--- src/rtl/icb_pkg.sv ---
package icb_pkg;
  localparam int BUS_DW     = 32;
  localparam int LANES      = BUS_DW / 8;
  localparam int REG_DW     = 64;
  localparam int CMD_RD_BIT = 48;
  localparam int CMD_SZ_LO  = 56;
  localparam int STAT_DONE  = 11;
  localparam int STAT_FLD   = 26;

  localparam logic [1:0] SEL_CMD  = 2'd0;
  localparam logic [1:0] SEL_RST  = 2'd1;
  localparam logic [1:0] SEL_STAT = 2'd2;
  localparam logic [1:0] SEL_DATA = 2'd3;

  typedef enum logic [1:0] {M_IDLE, M_REQ, M_WAIT} mst_state_e;

  // enables for the lowest min(size, LANES) lanes
  function automatic logic [LANES-1:0] lane_mask(input logic [3:0] size);
    logic [LANES-1:0] m;
    for (int k = 0; k < LANES; k++) m[k] = (32'(size) > k);
    return m;
  endfunction

  // data word -> lanes, most significant byte on lane 0
  function automatic logic [BUS_DW-1:0] pack_lanes(input logic [BUS_DW-1:0] w,
                                                   input logic [LANES-1:0] m);
    logic [BUS_DW-1:0] r;
    r = '0;
    for (int k = 0; k < LANES; k++)
      if (m[k]) r[8*k +: 8] = w[BUS_DW-8-8*k +: 8];
    return r;
  endfunction

  // lanes -> data word, lane 0 becomes the most significant byte
  function automatic logic [BUS_DW-1:0] unpack_lanes(input logic [BUS_DW-1:0] l,
                                                     input logic [LANES-1:0] m);
    logic [BUS_DW-1:0] r;
    r = '0;
    for (int k = 0; k < LANES; k++)
      if (m[k]) r[BUS_DW-8-8*k +: 8] = l[8*k +: 8];
    return r;
  endfunction

  function automatic logic [REG_DW-1:0] status_word(input logic is_rd, input logic err,
                                                    input logic [BUS_DW-1:0] w);
    logic [REG_DW-1:0] s;
    s = '0;
    s[STAT_DONE] = 1'b1;
    if (is_rd) s[STAT_FLD +: BUS_DW] = err ? '1 : w;
    return s;
  endfunction
endpackage

--- src/rtl/icb_decode.sv ---
module icb_decode
  import icb_pkg::*;
(
  input  logic       host_valid,
  input  logic       host_we,
  input  logic [1:0] sel_bits,
  input  logic [3:0] host_bytes,
  output logic       acc_ok,
  output logic       cmd_wr,
  output logic       data_wr,
  output logic       stat_rd
);
  assign acc_ok  = host_valid && (host_bytes == 4'd8);
  assign cmd_wr  = acc_ok &&  host_we && (sel_bits == SEL_CMD);
  assign data_wr = acc_ok &&  host_we && (sel_bits == SEL_DATA);
  assign stat_rd = acc_ok && !host_we && (sel_bits == SEL_STAT);
endmodule

--- src/rtl/icb_master.sv ---
module icb_master
  import icb_pkg::*;
(
  input  logic              clk,
  input  logic              rst_n,
  input  logic              cmd_wr,
  input  logic [REG_DW-1:0] cmd_word,
  input  logic [BUS_DW-1:0] data_word,
  output logic              busy,
  output logic              bus_req,
  input  logic              bus_gnt,
  output logic              bus_we,
  output logic [31:0]       bus_addr,
  output logic [3:0]        bus_size,
  output logic [LANES-1:0]  bus_be,
  output logic [BUS_DW-1:0] bus_wdata,
  input  logic              bus_rsp_valid,
  input  logic              bus_rsp_err,
  input  logic [BUS_DW-1:0] bus_rdata,
  output logic              rsp_done,
  output logic              rsp_is_rd,
  output logic              rsp_err,
  output logic [BUS_DW-1:0] rsp_word
);
  mst_state_e        st_q;
  logic              we_q;
  logic [31:0]       addr_q;
  logic [3:0]        size_q;
  logic [BUS_DW-1:0] word_q;
  logic              launch;

  logic unused_cmd;
  assign unused_cmd = ^{cmd_word[63:60], cmd_word[55:49], cmd_word[47:32]};

  assign launch = cmd_wr && (st_q == M_IDLE);

  always_ff @(posedge clk or negedge rst_n) begin
    if (!rst_n) begin
      st_q   <= M_IDLE;
      we_q   <= 1'b0;
      addr_q <= '0;
      size_q <= '0;
      word_q <= '0;
    end else begin
      unique case (st_q)
        M_IDLE: if (launch) begin
          we_q   <= !cmd_word[CMD_RD_BIT];
          size_q <= cmd_word[CMD_SZ_LO +: 4];
          addr_q <= cmd_word[31:0];
          word_q <= data_word;
          st_q   <= M_REQ;
        end
        M_REQ:  if (bus_gnt) st_q <= M_WAIT;
        M_WAIT: if (bus_rsp_valid) st_q <= M_IDLE;
        default: st_q <= M_IDLE;
      endcase
    end
  end

  assign busy      = (st_q != M_IDLE);
  assign bus_req   = (st_q == M_REQ);
  assign bus_we    = we_q;
  assign bus_addr  = addr_q;
  assign bus_size  = size_q;
  assign bus_be    = lane_mask(size_q);
  assign bus_wdata = we_q ? pack_lanes(word_q, bus_be) : '0;

  assign rsp_done  = (st_q == M_WAIT) && bus_rsp_valid;
  assign rsp_is_rd = !we_q;
  assign rsp_err   = bus_rsp_err;
  assign rsp_word  = unpack_lanes(bus_rdata, bus_be);


  req_hold_chk: assert property (@(posedge clk) disable iff (!rst_n)
    bus_req && !bus_gnt |=> bus_req && $stable(bus_addr) && $stable(bus_we) && $stable(bus_size));

  busy_ignore_chk: assert property (@(posedge clk) disable iff (!rst_n)
    busy && cmd_wr |=> $stable(bus_addr) && $stable(bus_we) && $stable(bus_size));

  be_low_chk: assert property (@(posedge clk) disable iff (!rst_n)
    bus_req |-> ((4'(bus_be + 4'd1) & bus_be) == 4'd0));
endmodule

--- src/rtl/icb_status.sv ---
module icb_status
  import icb_pkg::*;
(
  input  logic              clk,
  input  logic              rst_n,
  input  logic              stat_rd,
  input  logic              rsp_done,
  input  logic              rsp_is_rd,
  input  logic              rsp_err,
  input  logic [BUS_DW-1:0] rsp_word,
  output logic [REG_DW-1:0] status
);
  always_ff @(posedge clk or negedge rst_n) begin
    if (!rst_n)        status <= '0;
    else if (rsp_done) status <= status_word(rsp_is_rd, rsp_err, rsp_word);
    else if (stat_rd)  status <= '0;
  end


  rd_clear_chk: assert property (@(posedge clk) disable iff (!rst_n)
    stat_rd && !rsp_done |=> status == '0);

  rd_err_chk: assert property (@(posedge clk) disable iff (!rst_n)
    rsp_done && rsp_is_rd && rsp_err |=> status[STAT_DONE] && (status[STAT_FLD +: BUS_DW] == '1));

  wr_done_chk: assert property (@(posedge clk) disable iff (!rst_n)
    rsp_done && !rsp_is_rd |=> status == (64'd1 << STAT_DONE));
endmodule

--- src/rtl/icb_bridge.sv ---
module icb_bridge
  import icb_pkg::*;
#(
  parameter int HOST_AW = 16
) (
  input  logic               clk,
  input  logic               rst_n,
  input  logic               host_valid,
  input  logic               host_we,
  input  logic [HOST_AW-1:0] host_addr,
  input  logic [3:0]         host_bytes,
  input  logic [63:0]        host_wdata,
  output logic [63:0]        host_rdata,
  output logic               busy,
  output logic               bus_req,
  input  logic               bus_gnt,
  output logic               bus_we,
  output logic [31:0]        bus_addr,
  output logic [3:0]         bus_size,
  output logic [3:0]         bus_be,
  output logic [31:0]        bus_wdata,
  input  logic               bus_rsp_valid,
  input  logic               bus_rsp_err,
  input  logic [31:0]        bus_rdata
);
  logic              acc_ok, cmd_wr, data_wr, stat_rd;
  logic [1:0]        sel;
  logic [BUS_DW-1:0] data_q;
  logic [REG_DW-1:0] status;
  logic              rsp_done, rsp_is_rd, rsp_err;
  logic [BUS_DW-1:0] rsp_word;

  logic unused_host;
  assign unused_host = ^{host_addr, host_wdata[31:0]};

  assign sel = host_addr[4:3];

  icb_decode u_dec (
    .host_valid(host_valid), .host_we(host_we), .sel_bits(sel),
    .host_bytes(host_bytes), .acc_ok(acc_ok), .cmd_wr(cmd_wr),
    .data_wr(data_wr), .stat_rd(stat_rd)
  );

  always_ff @(posedge clk or negedge rst_n) begin
    if (!rst_n)       data_q <= '0;
    else if (data_wr) data_q <= host_wdata[63:32];
  end

  icb_master u_mst (
    .clk(clk), .rst_n(rst_n), .cmd_wr(cmd_wr), .cmd_word(host_wdata),
    .data_word(data_q), .busy(busy), .bus_req(bus_req), .bus_gnt(bus_gnt),
    .bus_we(bus_we), .bus_addr(bus_addr), .bus_size(bus_size), .bus_be(bus_be),
    .bus_wdata(bus_wdata), .bus_rsp_valid(bus_rsp_valid), .bus_rsp_err(bus_rsp_err),
    .bus_rdata(bus_rdata), .rsp_done(rsp_done), .rsp_is_rd(rsp_is_rd),
    .rsp_err(rsp_err), .rsp_word(rsp_word)
  );

  icb_status u_st (
    .clk(clk), .rst_n(rst_n), .stat_rd(stat_rd), .rsp_done(rsp_done),
    .rsp_is_rd(rsp_is_rd), .rsp_err(rsp_err), .rsp_word(rsp_word), .status(status)
  );

  always_comb begin
    host_rdata = '0;
    if (acc_ok && !host_we) begin
      unique case (sel)
        SEL_STAT: host_rdata = status;
        SEL_DATA: host_rdata = {data_q, 32'd0};
        default:  host_rdata = '0;
      endcase
    end
  end


  bad_size_chk: assert property (@(posedge clk) disable iff (!rst_n)
    host_valid && (host_bytes != 4'd8) |-> host_rdata == '0);

  req_busy_chk: assert property (@(posedge clk) disable iff (!rst_n)
    bus_req |-> busy);
endmodule

--- config.mk ---
export PLATFORM = sky130hd
export DESIGN_NAME = icb_bridge
export DESIGN_NICKNAME = d
export VERILOG_FILES = /design/src/rtl/icb_pkg.sv /design/src/rtl/icb_decode.sv /design/src/rtl/icb_master.sv /design/src/rtl/icb_status.sv /design/src/rtl/icb_bridge.sv
export SDC_FILE = /design/constraint.sdc
export NUM_CORES = 1
export LEC_CHECK = 0
export CORE_ASPECT_RATIO = 0.75
export CORE_MARGIN = 3
export CORE_UTILIZATION = 49
export CTS_BUF_LIST = sky130_fd_sc_hd__clkbuf_8
export DETAILED_ROUTE_END_ITERATION = 10
export PLACE_DENSITY = 0.89
export SYNTH_ARGS = -nofsm -noshare
export SYNTH_HDL_FRONTEND = slang
export SYNTH_SLANG_ARGS = --single-unit
--- constraint.sdc ---
create_clock -name clk -period 6.06 [get_ports clk]
set_clock_uncertainty 0.05 [all_clocks]
set_input_delay 1.212 -clock clk [delete_from_list [all_inputs] [get_ports clk]]
set_output_delay 1.212 -clock clk [all_outputs]
set_load 0.02 [all_outputs]
Word-level counts from Yosys, hierarchy flattened:

Cells that the tools add are included.
W data, S select, Z words.

* register bits after elaboration: 167
* bits of input ports: 123
* output and inout bits: 139
* word-level logic and storage cells: 54

* order comparisons: 4
* eq/ne operators: 8
* multiplexer cells: 19
* reduce and logical (&&, ||, !) cells: 16

Operators by type and width (count)
* $mux W64: 3
* $pmux W64 S2: 1
* $mux W32: 3
* $mux W8: 8
* $gt A4 B1 Y1 const B: 2
* $gt A4 B2 Y1 const B: 2
* $logic_and A1 B1 Y1: 8
* $eq A2 B2 Y1 const B: 3
* $mux W2: 3
* $pmux W2 S3: 1
* $eq A4 B4 Y1 const B: 1
* $logic_not A2 Y1: 2
* $ne A2 B1 Y1 const B: 2
* $reduce_bool A2 Y1: 2
* $reduce_and A3 Y1: 1
* $eq A2 B1 Y1 const B: 1
* $logic_not A1 Y1: 2
* $ne A2 B2 Y1 const B: 1
* $reduce_and A2 Y1: 1

Logic depth before layout (Yosys ltp):

* depth in word-level cells: 7
* depth in mapped cells: 6
* depth with buffers taken out: 4

Modules after synthesis:

Synthesis repeated with hierarchy kept, for this count alone.

* cells, all modules: 563
* area total of the unflattened synthesis: 6891.6 µm²

Modules (own cells, without submodules)
* icb_master: instances 1, cells each 237, area an instance 3168.0 µm², sequential area each 1776.7 µm²
* icb_bridge: instances 1, cells each 176, area an instance 1886.8 µm², sequential area each 800.8 µm²
* icb_status: instances 1, cells each 142, area an instance 1767.9 µm², sequential area each 825.8 µm²
* icb_decode: instances 1, cells each 8, area an instance 68.8 µm², sequential area each 0.0 µm²

Worst setup path before layout:

OpenSTA, ideal clock, no wires.

* path kind: input-to-output
* start point: in host_bytes[2]
* end point: out host_rdata[38]
* arrival: 2505 ps
* path slack: 2293 ps
* cell stages on the path: 5
* path buffers: 2
* path through: nand4bb_1 -> or3_1 -> clkbuf_1 -> clkbuf_1 -> nor2_1

* word-level cells in the longest chain between the ends: 4

Ends and longest elaborated chain
* start: declaration: line icb_bridge.sv:11 `input logic [3:0] host_bytes,`
* $eq A4 B4 Y1: line icb_decode.sv:13 `assign acc_ok = host_valid && (host_bytes == 4'd8);`
* $logic_and A1 B1 Y1: line icb_decode.sv:13
* $logic_and A1 B1 Y1: line icb_bridge.sv:65 `if (acc_ok && !host_we) begin`
* $mux W64: line icb_bridge.sv:65
* end: declaration: line icb_bridge.sv:13 `output logic [63:0] host_rdata,`

Every way passes these cells.

Worst setup path in the final report:

* start point: in host_bytes[2]
* end point: out host_rdata[54]

The elaborated chain is that of the path after synthesis.

==> metrics.md <==
| Metric | Value |
|---|---|
| Outcome | finished clean |
| Post-synthesis mux area share | around a quarter |
| Area Growth Syn to Fin | 38.8% |
| Leakage | 0.00445 uW |
| Max Slew Vio Count | 0 |
| Class of the worst hold path | reg -> reg |
| Worst Path Required | between 4 and 5 ns |
| Max-cap check violation count | 0 |
| Mean post-synth cell area | 12.5 um2 |
| Share of layout cells above drive strength 1 | between 10% and 20% |
| Area share of fa/ha/maj cells after synthesis | 0% |
| Critical path arrival | approximately 3.8 ns |
| Post-CTS resize count | 0 |
| # diodes | 0 |
| Pwr Density | ~230 mW/mm2 |
| Synth Area in Compound Gates | about 5.9% |
| Htree depth | 4 |
| Row Count | 35 |
| Synth cell types | 33 |
| CTS sink cnt | 136 |
| GP Congestion | approximately 0.8 |
| Clock latency on the worst-skew pair | around 0.42 ns |
| I/O pins | 262 |
| Wirelength per Cell | 19.3 um |
| Remaining global-route overflow | 0 |
| Mapped cell area | approximately 0.0065 mm2 |
| Worst-path cell chain | clkdlybuf4s50_1 -> nand4bb_1 -> or3_1 -> nor2_1 -> clkdlybuf4s50_1 |
| Setup violators final | 0 |
| CP Class | in -> out |
| Top cell type's share of synthesized area | between 50% and 60% |
| Final hold slack | 0.461 ns |
| Synth Area in XOR/XNOR | 0% |
| Drt initial violations | 235 |
| Core area | 0.0127 mm2 |
| Cts-stage hold buffer count | 0 |
| CP peak stage delay | roughly 0.89 ns |
| Die Wd | ~140 um |
| Initial antenna violation count | 0 |
| CTS Buffer Depth | 2 |
| Buffers and inverters on the worst path | 2 |
| Startpoint Class | input pin |
| Cell taking the most area after synthesis | dfrtp_1 |
| ANT nets after route | 0 |
| Final hold vios | 0 |
| Sequential fraction of the synthesis area | 52.0% |
| Max_slew headroom | around a quarter |
| TritonCTS Buffers | 17 |
| CTS clk-pin slew, worst paths | 0.08 ns |
| Post-Route WL | between 15 and 20 mm |
| Worst path most repeated cell | clkdlybuf4s50_1 |
| Crit Path Max Fanout | 26 |
| First-pass GRT wire length | 28.5 mm |
| CTS tree | built |
| Post-CTS Setup Inserts | 0 |
| Critical R2R Launch | u_mst.st_q[0] |
| IO Port Bufs | 222 |
| Largest family of logic cells by synthesized area | multiplexers |
| Nets | approximately 850 |
| Vias in the first global route | roughly 5.2k |
| Peak VDD IR | between 0.0001 and 0.00015 V |
| Via density | ~5.4 |
| Crit-path slowest cell | or3_1 |
| TritonRoute pass-1 iters | 4 |
| Crit-path leading delay family | simple AND/OR/NAND/NOR gates |
| Slew @ Worst Pin | roughly 1.1 ns |
| Die Area | about 0.015 mm2 |
| Simple-gate portion of the synthesized area | 9.47% |
| Final Critical Period | around 5.0 ns |
| Residual DRC | 0 |
| Root Driver | clkbuf_8 |
| Min-Delay Startpoint | u_mst.bus_addr[9] |
| Period Utilization, post-route | around 83% |
| RSZ-0062 raised after global routing | no |
| Mapped Cells | ~520 |
| Highest clock rate | 199 MHz |
| Largest net degree at the start of global routing | approximately 70 |
| Initial Utilization | 51.7% |
| Crit end category | output pin |
| Setup crit start | host_bytes[2] |
| Vias | just under 5k |
| DIE HEIGHT | roughly 110 um |
| Synth Warn # | 0 |
| Synth Register Bits | 136 |
| Setup TNS | 0 ns |
| DP HPWL | between 10 and 15 mm |
| Top area cells in the synthesized netlist | dfrtp_1 (52%), mux2_4 (16%), mux2_2 (4.3%), mux2i_1 (4.1%), and3_1 (3.6%) |
| GRT Total Usage | approximately a quarter |
==> worst paths after layout <==
kind                                      end  slack (ns)  cells after the start
max                            host_rdata[54]        1.04                      5
min                         u_mst.bus_addr[9]        0.46                      1
min in group asynchronous  u_mst.bus_addr[31]        0.70                      1
min reg2reg                 u_mst.bus_addr[9]        0.46                      1
max reg2reg                  u_mst.word_q[20]        3.28                      4
max in group asynchronous           data_q[0]        3.93                      2
==> power by group <==
group          switching [uW]  internal, uW  total, uW
Combinational             151           166        317
Clock                     376           388        763
Sequential               36.4           950        986
Total                     563          1500       2070
==> routing by layer <==
metal,up-vias,global-route usage (%),routed length [um]
met2,193,39.6,8720
li1,2191,-,-
met3,16,6.61,1120
met5,-,0,0
met4,0,5.31,162
met1,2515,32.3,7540
==> per-stage QoR <==
step | total power [uW] | utilization (%) | instance area (um2) | std cells | setup slack (ns)
floorplan | 1160 | - | 6630 | 546 | 2.29
global placement | 1310 | 68.5 | 8660 | 876 | 1.14
detailed placement | 1320 | 68.5 | 8660 | 876 | 1.04
CTS | 2080 | 71.7 | 9070 | 908 | 1.05
global route | 2160 | 71.7 | 9070 | 908 | 0.893
finish | 2070 | 71.7 | 9070 | 908 | 1.04
==> cells in the final DEF (no fill, tap or decap), drive strengths merged, types with 2 or more instances in the layout <==
cell type / instances
a21oi: 32
and2: 7
and3: 38
buf: 10
bufinv: 2
clkbuf: 18
clkdlybuf4s50: 220
clkinv: 5
conb: 25
dfrtp: 136
inv: 9
mux2: 100
mux2i: 27
nand2: 33
nand2b: 3
nor2: 26
nor3: 2
o21ai: 3
o22ai: 32
or2: 2
or3: 2
or4: 2
==> cell families after synthesis <==
logic type,Yosys count
compound gates,68
buf+inv,69
flops,136
mux,127
other cells,1
simple gates,121
==> flip-flops by register name, indices dropped and copies added (netlist names) <==
| signal | cells |
|---|---|
| data_q | 32 |
| u_mst.bus_addr | 32 |
| u_mst.bus_size | 4 |
| u_mst.bus_we | 1 |
| u_mst.st_q | 2 |
| u_mst.word_q | 32 |
| u_st.status | 33 |
==> cell type report <==
| class | count | area (um2) |
|---|---|---|
| Fill cell | 875 | 3580 |
| Clock inverter | 14 | 163 |
| Timing Repair Buffer | 230 | 2280 |
| Multi-Input combinational cell | 341 | 2760 |
| Sequential cell | 136 | 3400 |
| Tap cell | 166 | 208 |
| Clock buffer | 18 | 248 |
| Inverter | 3 | 11.3 |
==> Yosys cell counts <==
cell type  instances
a211o_1            1
a21oi_1           32
and2_1             7
and3_1            38
buf_1              2
buf_12             7
buf_2              2
buf_4             25
buf_6              1
clkbuf_1          29
conb_1             1
dfrtp_1          136
inv_1              3
mux2_1             7
mux2_2            25
mux2_4            68
mux2i_1           27
nand2_1           33
nand2b_1           3
nand3_1            1
nand3b_1           1
nand4bb_1          1
nor2_1            26
nor3_1             2
nor4_1             1
o21ai_0            1
o21ai_1            2
o22ai_1           32
or2_2              2
or2b_1             1
or3_1              2
or4_1              2
or4b_1             1
Note: power is estimated with default switching activity, not from simulation.
